===== src/rtl/lccd_pkg.sv =====
package lccd_pkg;
  typedef enum logic [2:0] {
    ST_IDLE, ST_PRE, ST_TG, ST_POST, ST_READ
  } seq_st_t;

  typedef enum logic [1:0] {
    RG_VACANT  = 2'd0,
    RG_BLACK   = 2'd1,
    RG_INVALID = 2'd2,
    RG_ACTIVE  = 2'd3
  } region_t;
endpackage


===== src/rtl/lccd_line_fsm.sv =====
module lccd_line_fsm
  import lccd_pkg::*;
#(
  parameter int TICK_W  = 8,
  parameter int INTEG_W = 20,
  parameter int TOTAL   = 5128,
  parameter int IDX_W   = $clog2(TOTAL)
) (
  input  logic               clk,
  input  logic               rst_n,
  input  logic               line_req,
  input  logic [TICK_W-1:0]  cfg_half,
  input  logic [TICK_W-1:0]  cfg_tg_w,
  input  logic [TICK_W-1:0]  cfg_guard,
  input  logic [INTEG_W-1:0] cfg_integ,
  output seq_st_t            st,
  output logic [TICK_W-1:0]  tcnt,
  output logic [IDX_W-1:0]   ecnt,
  output logic               line_done
);
  localparam logic [IDX_W-1:0] LAST_IDX = IDX_W'(TOTAL - 1);

  logic [TICK_W-1:0]  lim;
  logic [INTEG_W-1:0] integ_cnt;
  logic               pend, wrap, launch, last_elem, integ_ok;

  always_comb begin
    case (st)
      ST_PRE, ST_POST: lim = cfg_guard - 1'b1;
      ST_TG:           lim = cfg_tg_w - 1'b1;
      default:         lim = cfg_half - 1'b1;
    endcase
  end

  assign wrap      = (tcnt == lim);
  assign last_elem = (ecnt == LAST_IDX);
  assign integ_ok  = (integ_cnt >= cfg_integ);
  assign launch    = (st == ST_IDLE) && (pend || line_req) && integ_ok;

  always_ff @(posedge clk or negedge rst_n) begin
    if (!rst_n) begin
      st        <= ST_IDLE;
      tcnt      <= '0;
      ecnt      <= '0;
      pend      <= 1'b0;
      integ_cnt <= '0;
      line_done <= 1'b0;
    end else begin
      line_done <= (st == ST_READ) && wrap && last_elem;
      pend      <= (pend | line_req) & ~launch;
      if (st == ST_TG) integ_cnt <= '0;
      else if (integ_cnt != '1) integ_cnt <= integ_cnt + 1'b1;
      if (st == ST_IDLE) begin
        tcnt <= '0;
        ecnt <= '0;
        if (launch) st <= ST_PRE;
      end else if (!wrap) begin
        tcnt <= tcnt + 1'b1;
      end else begin
        tcnt <= '0;
        case (st)
          ST_PRE:  st <= ST_TG;
          ST_TG:   st <= ST_POST;
          ST_POST: begin st <= ST_READ; ecnt <= '0; end
          ST_READ: begin
            if (last_elem) begin st <= ST_IDLE; ecnt <= '0; end
            else ecnt <= ecnt + 1'b1;
          end
          default: st <= ST_IDLE;
        endcase
      end
    end
  end


  launch_gate_chk: assert property (@(posedge clk) disable iff (!rst_n)
    (st == ST_PRE && $past(st) == ST_IDLE) |-> $past(integ_ok));


  tg_exit_chk: assert property (@(posedge clk) disable iff (!rst_n)
    ($past(st) == ST_TG && st != ST_TG) |-> st == ST_POST);
endmodule


===== src/rtl/lccd_phase_gen.sv =====
module lccd_phase_gen #(
  parameter int TICK_W = 8
) (
  input  logic              clk,
  input  logic              rst_n,
  input  logic              reading,
  input  logic              elem_odd,
  input  logic [TICK_W-1:0] tcnt,
  input  logic [TICK_W-1:0] cfg_half,
  input  logic [TICK_W-1:0] cfg_lead,
  input  logic [TICK_W-1:0] cfg_rst_w,
  input  logic              cfg_hs,
  output logic              sh1,
  output logic              sh2,
  output logic              last1,
  output logic              last2,
  output logic              rst_a,
  output logic              rst_b
);
  logic [TICK_W-1:0] l_edge;
  logic              l_on, r_on;

  assign l_edge = cfg_hs ? (cfg_half - cfg_lead) : cfg_half;
  assign l_on   = (tcnt < l_edge);
  assign r_on   = (tcnt < cfg_rst_w);

  always_comb begin
    if (reading) begin
      sh1   = ~elem_odd;
      sh2   =  elem_odd;
      last1 = ~elem_odd & l_on;
      last2 =  elem_odd & l_on;
      rst_a = ~elem_odd & r_on;
      rst_b =  elem_odd & r_on;
    end else begin
      sh1   = 1'b1;
      sh2   = 1'b0;
      last1 = 1'b1;
      last2 = 1'b0;
      rst_a = 1'b0;
      rst_b = 1'b0;
    end
  end


  rst_a_before_last_chk: assert property (@(posedge clk) disable iff (!rst_n)
    $fell(last1) |-> !$past(rst_a));


  rst_b_before_last_chk: assert property (@(posedge clk) disable iff (!rst_n)
    $fell(last2) |-> !$past(rst_b));


  hs_lead_chk: assert property (@(posedge clk) disable iff (!rst_n)
    (cfg_hs && $fell(last1)) |-> sh1);


  aligned_fall_chk: assert property (@(posedge clk) disable iff (!rst_n)
    (!cfg_hs && $fell(last1)) |-> !sh1);
endmodule


===== src/rtl/lccd_tagger.sv =====
module lccd_tagger
  import lccd_pkg::*;
#(
  parameter int TICK_W    = 8,
  parameter int IDX_W     = 13,
  parameter int N_VACANT  = 26,
  parameter int N_BLACK   = 96,
  parameter int N_INVALID = 6
) (
  input  logic              reading,
  input  logic [TICK_W-1:0] tcnt,
  input  logic [IDX_W-1:0]  ecnt,
  input  logic [TICK_W-1:0] cfg_half,
  output logic              smp_valid,
  output logic              smp_odd,
  output logic [1:0]        smp_region,
  output logic [IDX_W-1:0]  smp_idx
);
  localparam logic [IDX_W-1:0] B_BLACK   = IDX_W'(N_VACANT);
  localparam logic [IDX_W-1:0] B_INVALID = IDX_W'(N_VACANT + N_BLACK);
  localparam logic [IDX_W-1:0] B_ACTIVE  = IDX_W'(N_VACANT + N_BLACK + N_INVALID);

  region_t rg;

  always_comb begin
    if (ecnt < B_BLACK)        rg = RG_VACANT;
    else if (ecnt < B_INVALID) rg = RG_BLACK;
    else if (ecnt < B_ACTIVE)  rg = RG_INVALID;
    else                       rg = RG_ACTIVE;
  end

  assign smp_valid  = reading && (tcnt == cfg_half - 1'b1);
  assign smp_odd    = ecnt[0];
  assign smp_region = rg;
  assign smp_idx    = ecnt;
endmodule


===== src/rtl/lccd_seq.sv =====
module lccd_seq
  import lccd_pkg::*;
#(
  parameter int N_VACANT  = 26,
  parameter int N_BLACK   = 96,
  parameter int N_INVALID = 6,
  parameter int N_ACTIVE  = 5000,
  parameter int TICK_W    = 8,
  parameter int INTEG_W   = 20,
  parameter int N_COLOUR  = 3,
  localparam int TOTAL    = N_VACANT + N_BLACK + N_INVALID + N_ACTIVE,
  localparam int IDX_W    = $clog2(TOTAL)
) (
  input  logic               clk,
  input  logic               rst_n,
  input  logic               line_req,
  input  logic               cfg_hs,
  input  logic [TICK_W-1:0]  cfg_half,
  input  logic [TICK_W-1:0]  cfg_lead,
  input  logic [TICK_W-1:0]  cfg_rst_w,
  input  logic [TICK_W-1:0]  cfg_tg_w,
  input  logic [TICK_W-1:0]  cfg_guard,
  input  logic [INTEG_W-1:0] cfg_integ,
  output logic               sh1,
  output logic               sh2,
  output logic               last1,
  output logic               last2,
  output logic               rst_a,
  output logic               rst_b,
  output logic [N_COLOUR-1:0] tg,
  output logic               smp_valid,
  output logic               smp_odd,
  output logic [1:0]         smp_region,
  output logic [IDX_W-1:0]   smp_idx,
  output logic               line_done
);
  localparam logic [IDX_W-1:0] LAST_IDX = IDX_W'(TOTAL - 1);

  seq_st_t           st;
  logic [TICK_W-1:0] tcnt;
  logic [IDX_W-1:0]  ecnt;
  logic              reading;

  assign reading = (st == ST_READ);

  lccd_line_fsm #(.TICK_W(TICK_W), .INTEG_W(INTEG_W), .TOTAL(TOTAL), .IDX_W(IDX_W)) u_fsm (
    .clk(clk), .rst_n(rst_n), .line_req(line_req),
    .cfg_half(cfg_half), .cfg_tg_w(cfg_tg_w), .cfg_guard(cfg_guard), .cfg_integ(cfg_integ),
    .st(st), .tcnt(tcnt), .ecnt(ecnt), .line_done(line_done)
  );

  lccd_phase_gen #(.TICK_W(TICK_W)) u_phase (
    .clk(clk), .rst_n(rst_n), .reading(reading), .elem_odd(ecnt[0]), .tcnt(tcnt),
    .cfg_half(cfg_half), .cfg_lead(cfg_lead), .cfg_rst_w(cfg_rst_w), .cfg_hs(cfg_hs),
    .sh1(sh1), .sh2(sh2), .last1(last1), .last2(last2), .rst_a(rst_a), .rst_b(rst_b)
  );

  lccd_tagger #(.TICK_W(TICK_W), .IDX_W(IDX_W), .N_VACANT(N_VACANT),
                .N_BLACK(N_BLACK), .N_INVALID(N_INVALID)) u_tag (
    .reading(reading), .tcnt(tcnt), .ecnt(ecnt), .cfg_half(cfg_half),
    .smp_valid(smp_valid), .smp_odd(smp_odd), .smp_region(smp_region), .smp_idx(smp_idx)
  );

  for (genvar c = 0; c < N_COLOUR; c++) begin : g_tg
    assign tg[c] = (st == ST_TG);
  end


  done_after_last_chk: assert property (@(posedge clk) disable iff (!rst_n)
    line_done |-> ($past(smp_valid) && $past(smp_idx) == LAST_IDX));


  static_during_tg_chk: assert property (@(posedge clk) disable iff (!rst_n)
    tg[0] |-> (sh1 && !sh2 && !rst_a && !rst_b));
endmodule


===== config.mk =====
export PLATFORM = sky130hd
export DESIGN_NAME = lccd_seq
export DESIGN_NICKNAME = d
export VERILOG_FILES = /design/src/rtl/lccd_pkg.sv /design/src/rtl/lccd_line_fsm.sv /design/src/rtl/lccd_phase_gen.sv /design/src/rtl/lccd_tagger.sv /design/src/rtl/lccd_seq.sv
export SDC_FILE = /design/constraint.sdc
export NUM_CORES = 1
export LEC_CHECK = 0
export BUFFER_PORTS_ARGS = -buffer_cell sky130_fd_sc_hd__buf_2
export CELL_PAD_IN_SITES_DETAIL_PLACEMENT = 0
export CELL_PAD_IN_SITES_GLOBAL_PLACEMENT = 1
export CORE_UTILIZATION = 41
export CTS_CLUSTER_DIAMETER = 100
export DETAILED_ROUTE_END_ITERATION = 6
export PLACE_DENSITY_LB_ADDON = 0.1
export SLEW_MARGIN = 20
export SYNTH_ARGS = -nofsm -noshare
export SYNTH_HDL_FRONTEND = slang
export SYNTH_SLANG_ARGS = --single-unit

===== constraint.sdc =====
create_clock -name clk -period 4.5 [get_ports clk]
set_input_delay 0.225 -clock clk [delete_from_list [all_inputs] [get_ports clk]]
set_output_delay 0.225 -clock clk [all_outputs]
set_load 0.03 [all_outputs]

==> metrics, run 1 <==
status=finished, final reports clean; top cells by area, synth=dfrtp_1 (26%), ha_1 (13%), xnor2_1 (4.6%), nand2_1 (4.5%), inv_1 (4.1%); all-layer global routing usage=20.38%; crit path capture type=flop; Top Usage Layer GRT=met2; Post-synth ARST share=between 90% and 100%; sequential cell area fraction in the yosys report=about a quarter; dpl cells=755; largest net degree at the start of global routing=47; minimum clock period=roughly 3.8 ns; Routed Antenna Nets=0; Reg clk slew, reported paths=around 0.090 ns; Starting Density=42.44%; Setup violations, final=0; leading area contributor after synthesis=dfrtp_1; maximum VDD drop=0.0002946 V; Post-synth top cells=nand2_1 (53), inv_1 (48), dfrtp_1 (46), ha_1 (46), nor2_1 (43); nets@finish=around 740; Total Power=between 1.5 and 2 mW; DRC viols=0; HPWL after DPL=approximately 8500 um; vias per cell=about 5.5; initial antenna violation count=0; clock latency on the worst-skew pair=around 0.30 ns; row cnt=37; die height=roughly 110 um; Die X=between 100 and 150 um; first-pass GRT wire length=roughly 18000 um; number of synthesized flops with an enable pin=0; final std cells w/o fill=764; Critical Path Start=u_fsm.st[1]$_DFFE_PN0P_; Combinational Power Share=around 43%; Post-Synthesis Net Count=between 600 and 700; Vias=about 4200; Achievable Freq=0.2609 GHz; Switching Share=42.52%; Placer Congestion=0.8626; power density over the cells=approximately 310 nW/um^2; number of global-route vias before repair=approximately 3900; hold slack=between 0.1 and 0.15 ns; GRT overflow=0; Clock Skews=roughly 0.004 ns; IO buf count=90; synth-to-layout area growth=15.16%; Fin Setup TNS=0 ns; H-tree depth=2; Final Max Slew Viols=0; top cell type's share of synthesized area=between 20% and 30%; CTS Buf Count=5; setup repair bufs after CTS=0; Core Footprint=10320 sq um; number of max-cap violations=0; Max clock buf depth=2; power share of the clock group=between 20% and 30%; layout cells sized above 1=17.68%; Leakage=roughly 2.6 nW; drt wl/cell=~14 um; met1 Track Usage GR=26.69%; Worst Path Required=between 4 and 5 ns; Synth Warn #=0; most frequent cell after synthesis=nand2_1; Clock Sinks=46; cts hold-fix bufs=0; Pint=about 0.91 mW; crit path max fanout=14; Post-Syn Area=around 4400 sq um; total die area=11100 sq um; post-synthesis instance total=~550; CP startpoint kind=flop; Flop pwr share=a little under two fifths; Fin. Hold Viols=0; FF-to-FF Start=u_fsm.st[1]$_DFFE_PN0P_; TritonRoute pass-1 iters=4; Iter 0 DRT Violations=roughly 170; Worst Hold Class=in2reg; Worst Tran Pin Value=between 0.9 and 1 ns; I/O Pins=a little over 90; RSZ-0062 raised after global routing=false; M3 GR Usage=2.165%; post-CTS resize count=0; worst setup path class=reg2reg; ant diodes=0; Post-Route WL=around 11000 um; Syn Area/Cell=approximately 8 sq um; Design Area, Final=5046 sq um; Seq cells post-synth=46; Root Buffer=clkbuf_8; Synth cell types=between 60 and 70; predominant post-synthesis flop cell=dfrtp_1; GR Layer Usage met2=35.53%; Slew headroom=between 30% and 40%; TritonCTS clock tree=done; Cell Area, Placed=4921 sq um; HP Start=line_req; period utilisation layout=between 80% and 90%; Psw=0.6726 mW; Arrival @ worst endpoint=around 4 ns
==> flip-flops by register name, indices dropped and copies added, names as in the netlist <==
signal           cells
u_fsm.integ_cnt     20
u_fsm.ecnt          13
u_fsm.tcnt           8
u_fsm.st             3
u_fsm.line_done      1
u_fsm.pend           1
==> kinds of logic after synthesis <==
kind of cell | share of synthesized area [%]
fa+ha+maj | 13.59
compound gates | 18.90
simple gates | 24.53
mux | 2.513
flops | 26.27
xor+xnor | 7.795
buf+inv | 6.396
==> final timing paths <==
path / end / slack, ns / cells after the start
worst max-delay path: u_fsm.ecnt[6]$_DFFE_PN0P_ / 0.67 / 13
min in group asynchronous: u_fsm.integ_cnt[3]$_DFFE_PN0P_ / 0.48 / 2
worst min-delay path: u_fsm.pend$_DFF_PN0_ / 0.15 / 2
worst min register to register: u_fsm.pend$_DFF_PN0_ / 0.48 / 1
worst max register to register: u_fsm.ecnt[6]$_DFFE_PN0P_ / 0.67 / 13
max in group asynchronous: u_fsm.st[2]$_DFFE_PN0P_ / 3.62 / 2
==> per-stage QoR <==
| step | setup WS [ns] | util [%] |
|---|---|---|
| 2_1_floorplan | 0.7752 | - |
| 3_3_place_gp | 0.8423 | 47.67 |
| 3_5_place_dp | 0.6763 | 47.67 |
| 4_1_cts | 0.6520 | 48.76 |
| 5_1_grt | 0.3913 | 48.88 |
| 6_report | 0.6666 | 48.88 |
==> power groups by stage <==
stage          Sequential (mW)  Clock, mW  Combinational [mW]
2_1_floorplan            0.544          0               0.531
3_3_place_gp             0.590          0               0.678
3_5_place_dp             0.589          0               0.688
4_1_cts                  0.581      0.329               0.692
5_1_grt                  0.596      0.352               0.770
6_report                 0.580      0.318               0.684
==> placed cells by master, fill, tap and decap left out, drive strengths merged, types with 16 or more instances in the layout <==
cell | synthesis | final
xor2 | 16 | 16
inv | 49 | 50
dfrtp | 46 | 46
nand2 | 53 | 53
nand3 | 29 | 29
xnor2 | 23 | 23
a21o | 22 | 22
o21ai | 33 | 33
a21oi | 24 | 24
ha | 46 | 46
buf | 8 | 92
nor2 | 43 | 43
==> worst max-delay path, stage by stage (launching register included) <==
cell      delay [ns]
dfrtp_1         0.58
or3b_4          0.52
inv_2           0.14
mux2i_1         0.22
ha_1            0.33
a211oi_1        0.12
a21o_1          0.21
o31ai_1         0.25
o22ai_1         0.14
nor4_4          0.27
buf_4           0.23
nand3_2         0.17
and2_1          0.32
a21o_1          0.22
==> area by class of cell <==
type	count	area, sq um
multi-input cells	432	2950
inverters	49	183.9
fillers	1024	5278
clock buffers	5	68.82
flip-flops and latches	46	1151
repair buffers	93	478.0
clock inverters	3	43.79
well taps	136	170.2
==> layer usage <==
| metal | vias to the layer above | share of wire [%] |
|---|---|---|
| li1 | 2101 | - |
| met3 | 15 | 3.4 |
| met4 | 0 | 1.7 |
| met5 | - | 0 |
| met2 | 104 | 47 |
| met1 | 1944 | 48 |
(Power assumes the default switching activity.)
==> inputs of run 2 (changes only) <==
--- a/config.mk
+++ b/config.mk
@@ -5,7 +5,7 @@
 export SDC_FILE = /design/constraint.sdc
 export NUM_CORES = 1
 export LEC_CHECK = 0
-export BUFFER_PORTS_ARGS = -buffer_cell sky130_fd_sc_hd__buf_2
+export BUFFER_PORTS_ARGS = -buffer_cell sky130_fd_sc_hd__buf_4
 export CELL_PAD_IN_SITES_DETAIL_PLACEMENT = 0
 export CELL_PAD_IN_SITES_GLOBAL_PLACEMENT = 1
 export CORE_UTILIZATION = 41
==> run 2 against run 1 <==
Compared with the run above: clock skew increased by 0.0068 ns; worst setup slack improved by 0.086 ns; sequential cell count unchanged; via count decreased by 0.26%; critical path type unchanged.
==> metrics, run 2 (synthesized netlist as in run 1, its figures left out) <==
row cnt=37; Iter 0 DRT Violations=201; clock latency on the worst-skew pair=between 0.3 and 0.4 ns; biggest regs=u_fsm.integ_cnt x20, u_fsm.ecnt x13, u_fsm.tcnt x8; Clock Sinks=between 40 and 50; number of global-route vias before repair=4088; RSZ-0062 raised after global routing=false; Die X=105.4 um; drt wl/cell=between 10 and 15 um; IO buf count=90; delay-heaviest family, CP=simple AND/OR/NAND/NOR gates; Setup violations, final=0; TritonCTS clock tree=done; Arrival @ worst endpoint=3.96 ns; Worst Hold Class=in2reg; commonest non-fill, non-tap cell in the layout=buf_4; Achievable Freq=~0.27 GHz; Worst Tran Pin Value=0.9274 ns; crit path buf inv count=2; power density over the cells=between 200 and 300 nW/um^2; Reg clk slew, reported paths=~0.1 ns; GRT overflow=0; initial antenna violation count=0; Core Footprint=10320 sq um; largest reg by FF count=u_fsm.integ_cnt; Cell Chain, Critical Path=or3b_4, inv_2, mux2i_1, ha_1, a211oi_1, a21o_1, o31ai_1, o22ai_1, nor4_4, buf_4, nand3_2, and2_1, a21o_1; CTS Buf Count=5; period utilisation layout=between 80% and 90%; Root Buffer=clkbuf_8; worst setup path class=reg2reg; Final Max Slew Viols=0; Worst Path Required=4.71 ns; first-pass GRT wire length=18530 um; Clock Skews=around 0.011 ns; max reg flops=20; Placer Congestion=between 0.7 and 0.8; DRC viols=0; maximum VDD drop=around 0.00037 V; final std cells w/o fill=~760; Post-Route WL=roughly 11000 um; vias per cell=between 5 and 6; Slew headroom=between 30% and 40%; ant diodes=0; HPWL after DPL=roughly 8600 um; worst stage delay on the critical path=0.57 ns; dpl cells=~760; Routed Antenna Nets=0; Fin Setup TNS=0 ns; Max clock buf depth=2; Core Util, Final=50.78%; synth-to-layout area growth=19.65%; crit path max-delay cell type=dfrtp_1; die height=between 100 and 150 um; Fin. Hold Viols=0; nets@finish=~740; crit path capture type=flop; Leakage=2.697 nW; minimum clock period=3.747 ns; Design Area, Final=approximately 5200 sq um; number of max-cap violations=0; Cell Area, Placed=about 5100 sq um; crit path max fanout=14; Vias=4153; largest net degree at the start of global routing=47; I/O Pins=just over 90; most frequent cell on the critical path=a21o_1; H-tree depth=2; Starting Density=between 40% and 50%; commonest non-fill, non-tap cells in the layout=buf_4 (92), nand2_1 (53), inv_1 (48), ha_1 (46), dfrtp_1 (46); total die area=about 11000 sq um; TritonRoute pass-1 iters=4; setup repair bufs after CTS=0; status=finished, final reports clean; layout cells sized above 1=~18%; all-layer global routing usage=slightly above 20%; CP startpoint kind=flop
-- run 2: worst reg2reg max path: stages (launching register included) --
cell	delay, ns
dfrtp_1	0.57
or3b_4	0.52
inv_2	0.14
mux2i_1	0.21
ha_1	0.32
a211oi_1	0.11
a21o_1	0.20
o31ai_1	0.24
o22ai_1	0.14
nor4_4	0.28
buf_4	0.23
nand3_2	0.17
and2_1	0.31
a21o_1	0.21
-- run 2: layout make-up --
| type | count | area [sq um] |
|---|---|---|
| Multi-Input combinational cell | 432 | 2950 |
| Sequential cell | 46 | 1151 |
| Clock buffer | 6 | 72.57 |
| Fill cell | 1040 | 5081 |
| Inverter | 49 | 183.9 |
| Timing Repair Buffer | 93 | 700.7 |
| Tap cell | 136 | 170.2 |
| Clock inverter | 2 | 13.76 |
-- run 2: repair_timing --
| action | 4_1_cts | 5_1_grt |
|---|---|---|
| hold buffers | 1 | 0 |
| gates resized for setup | 0 | 0 |
| endpoints found under the hold margin | 46 | 0 |
-- run 2: power by group --
| part | switching, mW | total, mW | internal [mW] | leakage (nW) |
|---|---|---|---|---|
| sequential | 0.123 | 0.581 | 0.458 | 0.595 |
| combinational | 0.400 | 0.724 | 0.324 | 2.06 |
| clock | 0.148 | 0.258 | 0.110 | 0.0452 |
-- run 2: metal layers --
metal  GRT usage (%)  wire (um)  vias to the layer above
met5               0          0                        -
met4           6.640        195                        0
met3           2.783        463                       15
met2           36.51       5216                      109
met1           25.94       5116                     1928
li1                -          -                     2101
-- run 2: path summary, 6_finish.rpt --
path	cells past startpoint	end	slack, ns	start
setup / recovery	13	u_fsm.ecnt[4]$_DFFE_PN0P_	0.75	u_fsm.st[1]$_DFFE_PN0P_
hold / removal	2	u_fsm.pend$_DFF_PN0_	0.15	line_req
setup reg to reg	13	u_fsm.ecnt[4]$_DFFE_PN0P_	0.75	u_fsm.st[1]$_DFFE_PN0P_
hold reg to reg	1	u_fsm.pend$_DFF_PN0_	0.48	u_fsm.pend$_DFF_PN0_
max in group asynchronous	2	u_fsm.st[0]$_DFFE_PN0P_	3.62	rst_n
min in group asynchronous	2	u_fsm.integ_cnt[2]$_DFFE_PN0P_	0.47	rst_n
-- run 2: metrics by stage --
stage	setup WS, ns	hold slack [ns]	total power [mW]
floorplan	0.7752	-0.07059	1.075
global placement	0.8525	0.2786	1.309
detailed placement	0.7367	0.2770	1.319
CTS	0.7414	0.1391	1.584
global route	0.4648	0.1491	1.697
finish	0.7529	0.1471	1.563
==> inputs of run 3 (changes only) <==
--- a/config.mk
+++ b/config.mk
@@ -8,7 +8,7 @@
 export BUFFER_PORTS_ARGS = -buffer_cell sky130_fd_sc_hd__buf_4
 export CELL_PAD_IN_SITES_DETAIL_PLACEMENT = 0
 export CELL_PAD_IN_SITES_GLOBAL_PLACEMENT = 1
-export CORE_UTILIZATION = 41
+export CORE_UTILIZATION = 37
 export CTS_CLUSTER_DIAMETER = 100
 export DETAILED_ROUTE_END_ITERATION = 6
 export PLACE_DENSITY_LB_ADDON = 0.1
==> constraint.sdc (replaced) <==
create_clock -name clk -period 3.3 [get_ports clk]
set_input_delay 0.165 -clock clk [delete_from_list [all_inputs] [get_ports clk]]
set_output_delay 0.165 -clock clk [all_outputs]
set_load 0.03 [all_outputs]
==> run 3 against run 2 <==
Compared with the run above: global-route usage shrank 1.3 points; sequential cell count is the same; sequential share of layout area shrank 0.89 points; register-to-register slack got worse by 0.51 ns; utilization is 3.1 points lower; routed wire length grew 5.1%.
==> metrics, run 3 (synthesized netlist as in run 1, its figures left out) <==
Arrival @ worst endpoint=2.96 ns; largest net degree at the start of global routing=47; layout cells sized above 1=21.03%; Max clock buf depth=2; largest reg by FF count=u_fsm.integ_cnt; Die X=between 100 and 150 um; period utilisation layout=a little over nine tenths; crit path max fanout=7; commonest non-fill, non-tap cell in the layout=buf_4; RSZ-0062 raised after global routing=false; hold slack=approximately 0.12 ns; H-tree depth=2; Vias=4200; Reg clk slew, reported paths=~0.070 ns; die height=approximately 110 um; dpl cells=between 700 and 800; Achievable Freq=roughly 0.32 GHz; Fin. Hold Viols=0; ant diodes=0; power density over the cells=between 400 and 500 nW/um^2; worst setup path class=in2out; TritonCTS clock tree=done; Final Max Slew Viols=0; clock latency on the worst-skew pair=approximately 0.29 ns; Starting Density=38.21%; all-layer global routing usage=between 10% and 20%; Routed Antenna Nets=0; vias per cell=between 5 and 6; number of max-cap violations=0; status=finished, final reports clean; Setup violations, final=0; Worst Tran Pin Value=roughly 0.66 ns; commonest non-fill, non-tap cells in the layout=buf_4 (105), nand2_1 (52), inv_1 (48), dfrtp_1 (46), ha_1 (44); row cnt=39; crit path capture type=output pin; Slew headroom=a little under three fifths; Root Buffer=clkbuf_16; IO buf count=90; initial antenna violation count=0; GRT overflow=0; first-pass GRT wire length=around 19000 um; max reg flops=20; Clock Skews=approximately 0.014 ns; DRC viols=0; Leakage=between 2 and 3 nW; number of global-route vias before repair=approximately 4000; Post-Route WL=roughly 12000 um; Total Power=2.379 mW; minimum clock period=between 3 and 4 ns; total die area=approximately 12000 sq um; CTS Buf Count=5; biggest regs=u_fsm.integ_cnt x20, u_fsm.ecnt x13, u_fsm.tcnt x8; CP startpoint kind=primary input; Core Footprint=between 10000 and 15000 sq um; HPWL after DPL=roughly 9100 um; nets@finish=752; reg2reg path depth=13; synth-to-layout area growth=24.73%; TritonRoute pass-1 iters=4; Iter 0 DRT Violations=between 200 and 250; Worst Hold Class=in2reg; Worst Path Required=~3.1 ns; Clock Sinks=46; final std cells w/o fill=between 700 and 800; Fill cells=between 1000 and 1500; maximum VDD drop=about 0.00061 V; Core Util, Final=between 40% and 50%; I/O Pins=between 90 and 100; drt wl/cell=approximately 15 um; worst hold path stage count=2; Placer Congestion=around 0.8
## run 3: cell types whose count changed in the layout (fill, tap and decap cells not counted), moves of 2 or more
cell / previous run / this run
buf_4: 92 / 105
clkinvlp_4: 0 / 2
o31ai_2: 0 / 2
clkbuf_8: 5 / 0
ha_1: 46 / 44
o31ai_1: 7 / 5
ha_2: 0 / 2
clkbuf_16: 0 / 5
## run 3: critical path, stage by stage
cell and delay [ns]:
buf_4 0.14, inv_1 0.08, ha_2 0.19, inv_1 0.05, fa_2 0.34, nand2_1 0.08
nand2_1 0.05, a21o_1 0.19, a21o_1 0.19, a21oi_2 0.16, xnor2_1 0.13, mux2i_1 0.10
ha_1 0.26, or2_2 0.27, a21oi_1 0.14, a21oi_1 0.08, o21ai_1 0.15, buf_4 0.17
## run 3: timing repair
| item | CTS | global route |
|---|---|---|
| gates resized for setup | 1 | 10 |
| endpoints found under the setup margin | 14 | 26 |
| hold endpoints to repair | 46 | 0 |
| hold buffers | 1 | 0 |
| setup buffers | 1 | 2 |
| pin swaps | 1 | 3 |
## run 3: stage by stage
step	TNS, ns	setup WS, ns	cell area (sq um)
6_report	0	0.1763	5465
3_3_place_gp	0	0.05315	5243
3_5_place_dp	-0.3115	-0.06193	5243
5_1_grt	0	0.001125	5465
4_1_cts	0	0.05802	5411
2_1_floorplan	-2.390	-0.2375	4412
## run 3: final cells by class
cell class / count / area, sq um / share of cell area [%]
Multi-Input combinational cell: 432 / 2993 / 54.76
Clock inverter: 3 / 23.77 / 0.4350
Tap cell: 143 / 178.9 / 3.274
Inverter: 49 / 183.9 / 3.365
Sequential cell: 46 / 1151 / 21.06
Clock buffer: 5 / 125.1 / 2.289
Timing Repair Buffer: 107 / 809.5 / 14.81
## run 3: final timing paths
path | from | slack [ns] | end
worst max-delay path | cfg_half[0] | 0.18 | last1
worst min-delay path | line_req | 0.12 | u_fsm.pend$_DFF_PN0_
worst max register to register | u_fsm.st[2]$_DFFE_PN0P_ | 0.24 | u_fsm.ecnt[6]$_DFFE_PN0P_
worst min register to register | u_fsm.pend$_DFF_PN0_ | 0.49 | u_fsm.pend$_DFF_PN0_
max in group asynchronous | rst_n | 2.45 | u_fsm.tcnt[5]$_DFF_PN0_
min in group asynchronous | rst_n | 0.42 | u_fsm.integ_cnt[3]$_DFFE_PN0P_
## run 3: metal layers
layer  track usage, %  up-vias  routed length [um]
met1            25.87     1970                5674
li1                 -     2134                   -
met2            32.63       84                5315
met4            5.689        0                 217
met3            2.351       12                 348
met5                0        -                   0
## run 3: report_power, final
part | leakage [nW] | switching [mW] | internal (mW)
clock network | 0.0664 | 0.231 | 0.284
registers | 0.595 | 0.143 | 0.625
logic | 2.14 | 0.615 | 0.482
total | 2.80 | 0.989 | 1.39
